File: src/rtl/lct_pkg.sv
package lct_pkg;
    localparam int LCT_LINES = 64;
    localparam int LCT_CNT_W = 4;

    typedef enum logic {
        SRC_FRAME = 1'b0,
        SRC_COMP  = 1'b1
    } src_e;
endpackage

File: src/rtl/lct_static_ctr.sv
module lct_static_ctr #(
    parameter int CNT_W = 4
) (
    input  logic             clk,
    input  logic             rst_n,
    input  logic             frame_start,
    input  logic [CNT_W-1:0] static_count,
    output logic             static_now
);
    typedef struct packed {
        logic [CNT_W-1:0] rem;
        logic             stat;
    } ctr_t;

    ctr_t st_d, st_q;

    always_comb begin
        st_d = st_q;
        if (frame_start) begin
            if (st_q.rem == '0) begin
                st_d.stat = 1'b0;
                st_d.rem  = static_count;
            end else begin
                st_d.stat = 1'b1;
                st_d.rem  = st_q.rem - 1'b1;
            end
        end
    end

    always_ff @(posedge clk or negedge rst_n) begin
        if (!rst_n) st_q <= '0;
        else        st_q <= st_d;
    end

    assign static_now = st_q.stat;

    assert_static_dec_R7: assert property (@(posedge clk) disable iff (!rst_n)
        (frame_start && st_q.rem != '0) |=> (st_q.stat && st_q.rem == $past(st_q.rem) - 1'b1));

    assert_normal_load_R12: assert property (@(posedge clk) disable iff (!rst_n)
        (frame_start && st_q.rem == '0) |=> (!st_q.stat && st_q.rem == $past(static_count)));
endmodule

File: src/rtl/lct_line_bits.sv
module lct_line_bits #(
    parameter int LINES = 64,
    localparam int LW = (LINES > 1) ? $clog2(LINES) : 1
) (
    input  logic             clk,
    input  logic             rst_n,
    input  logic             wr_en,
    input  logic [LW-1:0]    wr_line,
    input  logic             arm_en,
    input  logic [LW-1:0]    arm_line,
    input  logic             res_en,
    input  logic             res_ok,
    input  logic [LW-1:0]    res_line,
    output logic [LINES-1:0] valid_o,
    output logic [LINES-1:0] dirty_o,
    output logic             accept_o
);
    typedef struct packed {
        logic [LINES-1:0] valid;
        logic [LINES-1:0] dirty;
        logic [LINES-1:0] armed;
    } bits_t;

    bits_t st_d, st_q;
    logic  accept;

    always_comb begin
        accept = res_en && res_ok && (int'(res_line) < LINES)
                 && st_q.armed[res_line]
                 && !(wr_en && wr_line == res_line);
    end

    always_comb begin
        st_d = st_q;
        for (int i = 0; i < LINES; i++) begin
            if (wr_en && wr_line == LW'(i)) begin
                st_d.dirty[i] = 1'b1;
                st_d.armed[i] = 1'b0;
            end else if (res_en && res_line == LW'(i)) begin
                st_d.armed[i] = 1'b0;
                if (accept) begin
                    st_d.dirty[i] = 1'b0;
                    st_d.valid[i] = 1'b1;
                end
            end else if (arm_en && arm_line == LW'(i)) begin
                st_d.armed[i] = 1'b1;
            end
        end
    end

    always_ff @(posedge clk or negedge rst_n) begin
        if (!rst_n) begin
            st_q.valid <= '0;
            st_q.dirty <= '1;
            st_q.armed <= '0;
        end else begin
            st_q <= st_d;
        end
    end

    assign valid_o  = st_q.valid;
    assign dirty_o  = st_q.dirty;
    assign accept_o = accept;

    assert_write_dirty_R6: assert property (@(posedge clk) disable iff (!rst_n)
        wr_en |=> st_q.dirty[$past(wr_line)]);

    assert_accept_clean_R4: assert property (@(posedge clk) disable iff (!rst_n)
        accept |=> (st_q.valid[$past(res_line)] && !st_q.dirty[$past(res_line)]));
endmodule

File: src/rtl/line_coherency_tracker.sv
module line_coherency_tracker
    import lct_pkg::*;
#(
    parameter int LINES = LCT_LINES,
    parameter int CNT_W = LCT_CNT_W,
    localparam int LW = (LINES > 1) ? $clog2(LINES) : 1
) (
    input  logic             clk,
    input  logic             rst_n,
    input  logic             frame_start,
    input  logic [CNT_W-1:0] static_count,
    input  logic             fetch_req,
    input  logic [LW-1:0]    fetch_line,
    input  logic             host_wr,
    input  logic [LW-1:0]    host_wr_line,
    input  logic             cmp_done,
    input  logic             cmp_ok,
    input  logic [LW-1:0]    cmp_line,
    output logic             fetch_vld,
    output logic             fetch_cmp,
    output logic             wb_en
);
    typedef struct packed {
        logic vld;
        src_e src;
        logic wb;
    } out_t;

    out_t             st_d, st_q;
    logic             static_now;
    logic [LINES-1:0] valid_v, dirty_v;
    logic             accept;
    logic             use_comp;
    logic             arm_fetch;

    lct_static_ctr #(.CNT_W(CNT_W)) u_ctr (
        .clk          (clk),
        .rst_n        (rst_n),
        .frame_start  (frame_start),
        .static_count (static_count),
        .static_now   (static_now)
    );

    always_comb begin
        use_comp  = (int'(fetch_line) < LINES) && valid_v[fetch_line]
                    && (static_now || !dirty_v[fetch_line]);
        arm_fetch = fetch_req && !use_comp;
    end

    lct_line_bits #(.LINES(LINES)) u_bits (
        .clk      (clk),
        .rst_n    (rst_n),
        .wr_en    (host_wr),
        .wr_line  (host_wr_line),
        .arm_en   (arm_fetch),
        .arm_line (fetch_line),
        .res_en   (cmp_done),
        .res_ok   (cmp_ok),
        .res_line (cmp_line),
        .valid_o  (valid_v),
        .dirty_o  (dirty_v),
        .accept_o (accept)
    );

    always_comb begin
        st_d     = st_q;
        st_d.vld = fetch_req;
        st_d.src = (fetch_req && use_comp) ? SRC_COMP : SRC_FRAME;
        st_d.wb  = accept;
    end

    always_ff @(posedge clk or negedge rst_n) begin
        if (!rst_n) st_q <= '{vld: 1'b0, src: SRC_FRAME, wb: 1'b0};
        else        st_q <= st_d;
    end

    assign fetch_vld = st_q.vld;
    assign fetch_cmp = (st_q.src == SRC_COMP);
    assign wb_en     = st_q.wb;

    assert_fetch_latency_R2: assert property (@(posedge clk) disable iff (!rst_n)
        fetch_req |=> fetch_vld);

    assert_no_idle_vld_R2: assert property (@(posedge clk) disable iff (!rst_n)
        !fetch_req |=> !fetch_vld);

    assert_wb_needs_ok_R5: assert property (@(posedge clk) disable iff (!rst_n)
        wb_en |-> $past(cmp_done && cmp_ok));

    assert_write_wins_R10: assert property (@(posedge clk) disable iff (!rst_n)
        (cmp_done && host_wr && host_wr_line == cmp_line) |=> !wb_en);
endmodule

File: config.mk
export PLATFORM = sky130hd
export DESIGN_NAME = line_coherency_tracker
export DESIGN_NICKNAME = d
export VERILOG_FILES = /design/src/rtl/lct_pkg.sv /design/src/rtl/lct_static_ctr.sv /design/src/rtl/lct_line_bits.sv /design/src/rtl/line_coherency_tracker.sv
export SDC_FILE = /design/constraint.sdc
export NUM_CORES = 1
export LEC_CHECK = 0
export ABC_AREA = 1
export CAP_MARGIN = 10
export CORE_AREA = 2 2 173 192
export CTS_CLUSTER_SIZE = 28
export DETAILED_ROUTE_END_ITERATION = 6
export DIE_AREA = 0 0 175 194
export HOLD_SLACK_MARGIN = 0.05
export SYNTH_ARGS = -nofsm -noshare
export SYNTH_HDL_FRONTEND = slang
export SYNTH_HIERARCHICAL = 1
export SYNTH_SLANG_ARGS = --single-unit
File: constraint.sdc
create_clock -name clk -period 2.8 [get_ports clk]
set_input_delay 0.42 -clock clk [delete_from_list [all_inputs] [get_ports clk]]
set_output_delay 0.42 -clock clk [all_outputs]
set_load 0.005 [all_outputs]
==> flow_summary.ini <==
[clock_tree]
htree_levels = 4
clockRootBuffer = clkbuf_16
cts_buffers = 17
cts_sinks = 200
cts_buffer_depth = 2
clock_latency_ps = 460
cts_tree = built
cts_setup_buffers = 0
clk_pin_slew_ps = 70

[final_layout]
final_area_mm2 = 0.01347
final_cell_mix = nand2_1 (537), nor2_1 (337), inv_1 (205)
final_nets = 1771
final_common_cell = nand2_1
diodes = 0
nFillCells = 3265
areaGrowthSynthToFinish_pct = 6.456
final_cell_count_no_fill = 2180
utilization = 0.4206
drive_gt1_frac = 0.1705

[synth]
syn_nets = 1842
synth.top_cell.area_share = 0.2689
yosysUniqueCellTypes = 30
async_flop_share = 1.000
synth_largest_area_cell = dfrtp_1
synth_area_mm2 = 0.01266
synthTopCellsByArea = dfrtp_1 (27%), nand2_1 (16%), dfstp_2 (13%)
yosysWarnings = 6
ys.flop_type = dfrtp_1
ys_ff_latch = 200
yosysSeqAreaShare = 0.4018
avgSynthCellArea_um2 = 6.984
synth_edf_count = 0
syn_inst = 1812

[setup_path]
crit_path_max_fanout = 14
critPathCaptureType = flip-flop
crit_type = input pin to flip-flop
rr_worst_depth = 17
crit_path_start_kind = input pin
crit_arrival_ps = 2880
required_ps = 3170

[detailed_routing]
drt_iter0_drc = 1208
wl_mm = 38.67
routed-via-count = 11030
post-route-drc-count = 0
ant_nets = 0
wire_per_inst_um = 17.74
first_pass_iters = 5
routed_via_density = 5.059

[sta]
drv_slew = 0
maxSlewHeadroom = 0.5919
max_freq_ghz = 0.3995
post-route-period-util = 0.8939
worst_pin_slew_ps = 612.2
fin_crit_ps = 2503
setup_viol = 0
skew_ps = 20.24
whs_ps = 464.4
rsz0062_at_grt = no
fin_ws_ps = 297.0
fin_tns_setup_ps = 0
hold_viol_final = 0

[floorplan]
dieArea_mm2 = 0.03395
core_mm2 = 0.03203
io-pin-count = 32
start_util = 0.3951
die_h_um = 194
dieWidth_um = 175
core.rowCount = 69

[grt]
grt_usage = 0.2324
grt_pass1_vias = 10700
grt_max_degree = 65
grt_overflow = 0
antenna_found_initial = 0
grt_first_pass_wirelength_mm = 60.71

[placement]
dp_cells = 2147
port_buffers = 31
hpwl_mm = 27.71
pre_cts_ws_ps = -414.8
place_congestion = 0.9639
placed_cell_area_mm2 = 0.01287

[power_and_ir_drop]
power.total_mw = 7.668
ir_drop_mv = 0.3625
p_leak_nw = 6.760
powerDensity_mw_per_mm2 = 569.1

[flow_run]
cap_violations = 0

[worst_hold_path]
min_delay_path_depth = 2
holdCritPathClass = flip-flop to flip-flop

[outcome]
status = finished clean
-- area by class of cell --
| type | instances | area, um^2 | area share |
|---|---|---|---|
| Multi-Input combinational cell | 1216 | 5451 | 0.4046 |
| Sequential cell | 200 | 5085 | 0.3774 |
| Timing Repair Buffer | 96 | 1040 | 0.07717 |
| Inverter | 210 | 790.8 | 0.05869 |
| Tap cell | 426 | 533.0 | 0.03956 |
| Clock buffer | 20 | 466.7 | 0.03464 |
| Clock inverter | 12 | 106.4 | 0.007894 |
-- Yosys cell counts, types with 2 or more instances --
| library cell | instances |
|---|---|
| a21oi_1 | 9 |
| buf_1 | 3 |
| buf_2 | 20 |
| buf_4 | 134 |
| buf_6 | 14 |
| clkbuf_1 | 13 |
| dfrtp_1 | 136 |
| dfstp_2 | 64 |
| inv_1 | 205 |
| inv_2 | 4 |
| nand2_1 | 537 |
| nand3_1 | 109 |
| nand3_2 | 60 |
| nor2_1 | 338 |
| nor2_2 | 2 |
| nor3_1 | 9 |
| nor3b_1 | 8 |
| o21ai_0 | 69 |
| o21ai_1 | 2 |
| o221ai_1 | 2 |
| o22ai_1 | 2 |
| or2_2 | 64 |
-- critical path, stage by stage --
cell	delay [ps]
clkdlybuf4s50_1	440
inv_1	170
buf_12	160
nand3_1	160
nand2_1	110
nand2_1	100
nand3_1	100
nand3_1	90
nand2_1	100
nand2_1	60
nor2_1	80
inv_1	90
nor3_1	220
inv_1	110
buf_12	170
nor2_1	100
o21ai_0	90
nor2_1	100
-- power breakdown --
part           internal, mW  switching (mW)
combinational         0.632           0.996
sequential             3.38           0.199
clock                  1.24            1.23
total                  5.25            2.42
-- what timing repair did --
| action | CTS | global route |
|---|---|---|
| hold buffers | 1 | 0 |
| endpoints found under the hold margin | 44 | 0 |
| resized for setup | 0 | 8 |
| setup endpoints to repair | 0 | 56 |
-- flip-flops by register name, summed over array words and instances (netlist names) --
name              flops
u_bits/dirty_o       64
u_bits/st_q          64
u_bits/valid_o       64
u_ctr/st_q            4
fetch_cmp             1
fetch_vld             1
u_ctr/static_now      1
wb_en                 1
-- path summary, 6_finish.rpt --
path / from / endpoint / slack (ps)
worst min register to register: u_bits/valid_o[47] / u_bits/valid_o[47] / 460
max in group asynchronous: rst_n / u_bits/dirty_o[37] / 1430
worst min-delay path: u_bits/valid_o[47] / u_bits/valid_o[47] / 460
min in group asynchronous: rst_n / u_bits/valid_o[50] / 550
worst max register to register: u_bits/dirty_o[11] / u_bits/st_q[11] / 360
worst max-delay path: fetch_line[2] / u_bits/st_q[11] / 300
-- per-layer routing --
metal,up-vias,global-route usage,share of wire
li1,5244,-,-
met1,5209,0.3051,0.43
met2,469,0.3781,0.46
met3,107,0.03431,0.068
met4,0,0.1074,0.044
met5,-,0,0
-- kinds of logic after synthesis --
kind of cell	count (synthesis)	share of synthesized area
buf+inv	396	0.1694
xor+xnor	1	0.0006922
fa+ha+maj	1	0.0009885
flops	200	0.4018
compound gates	86	0.03529
simple gates	1128	0.3919
Power figures use the tool's default switching activity.
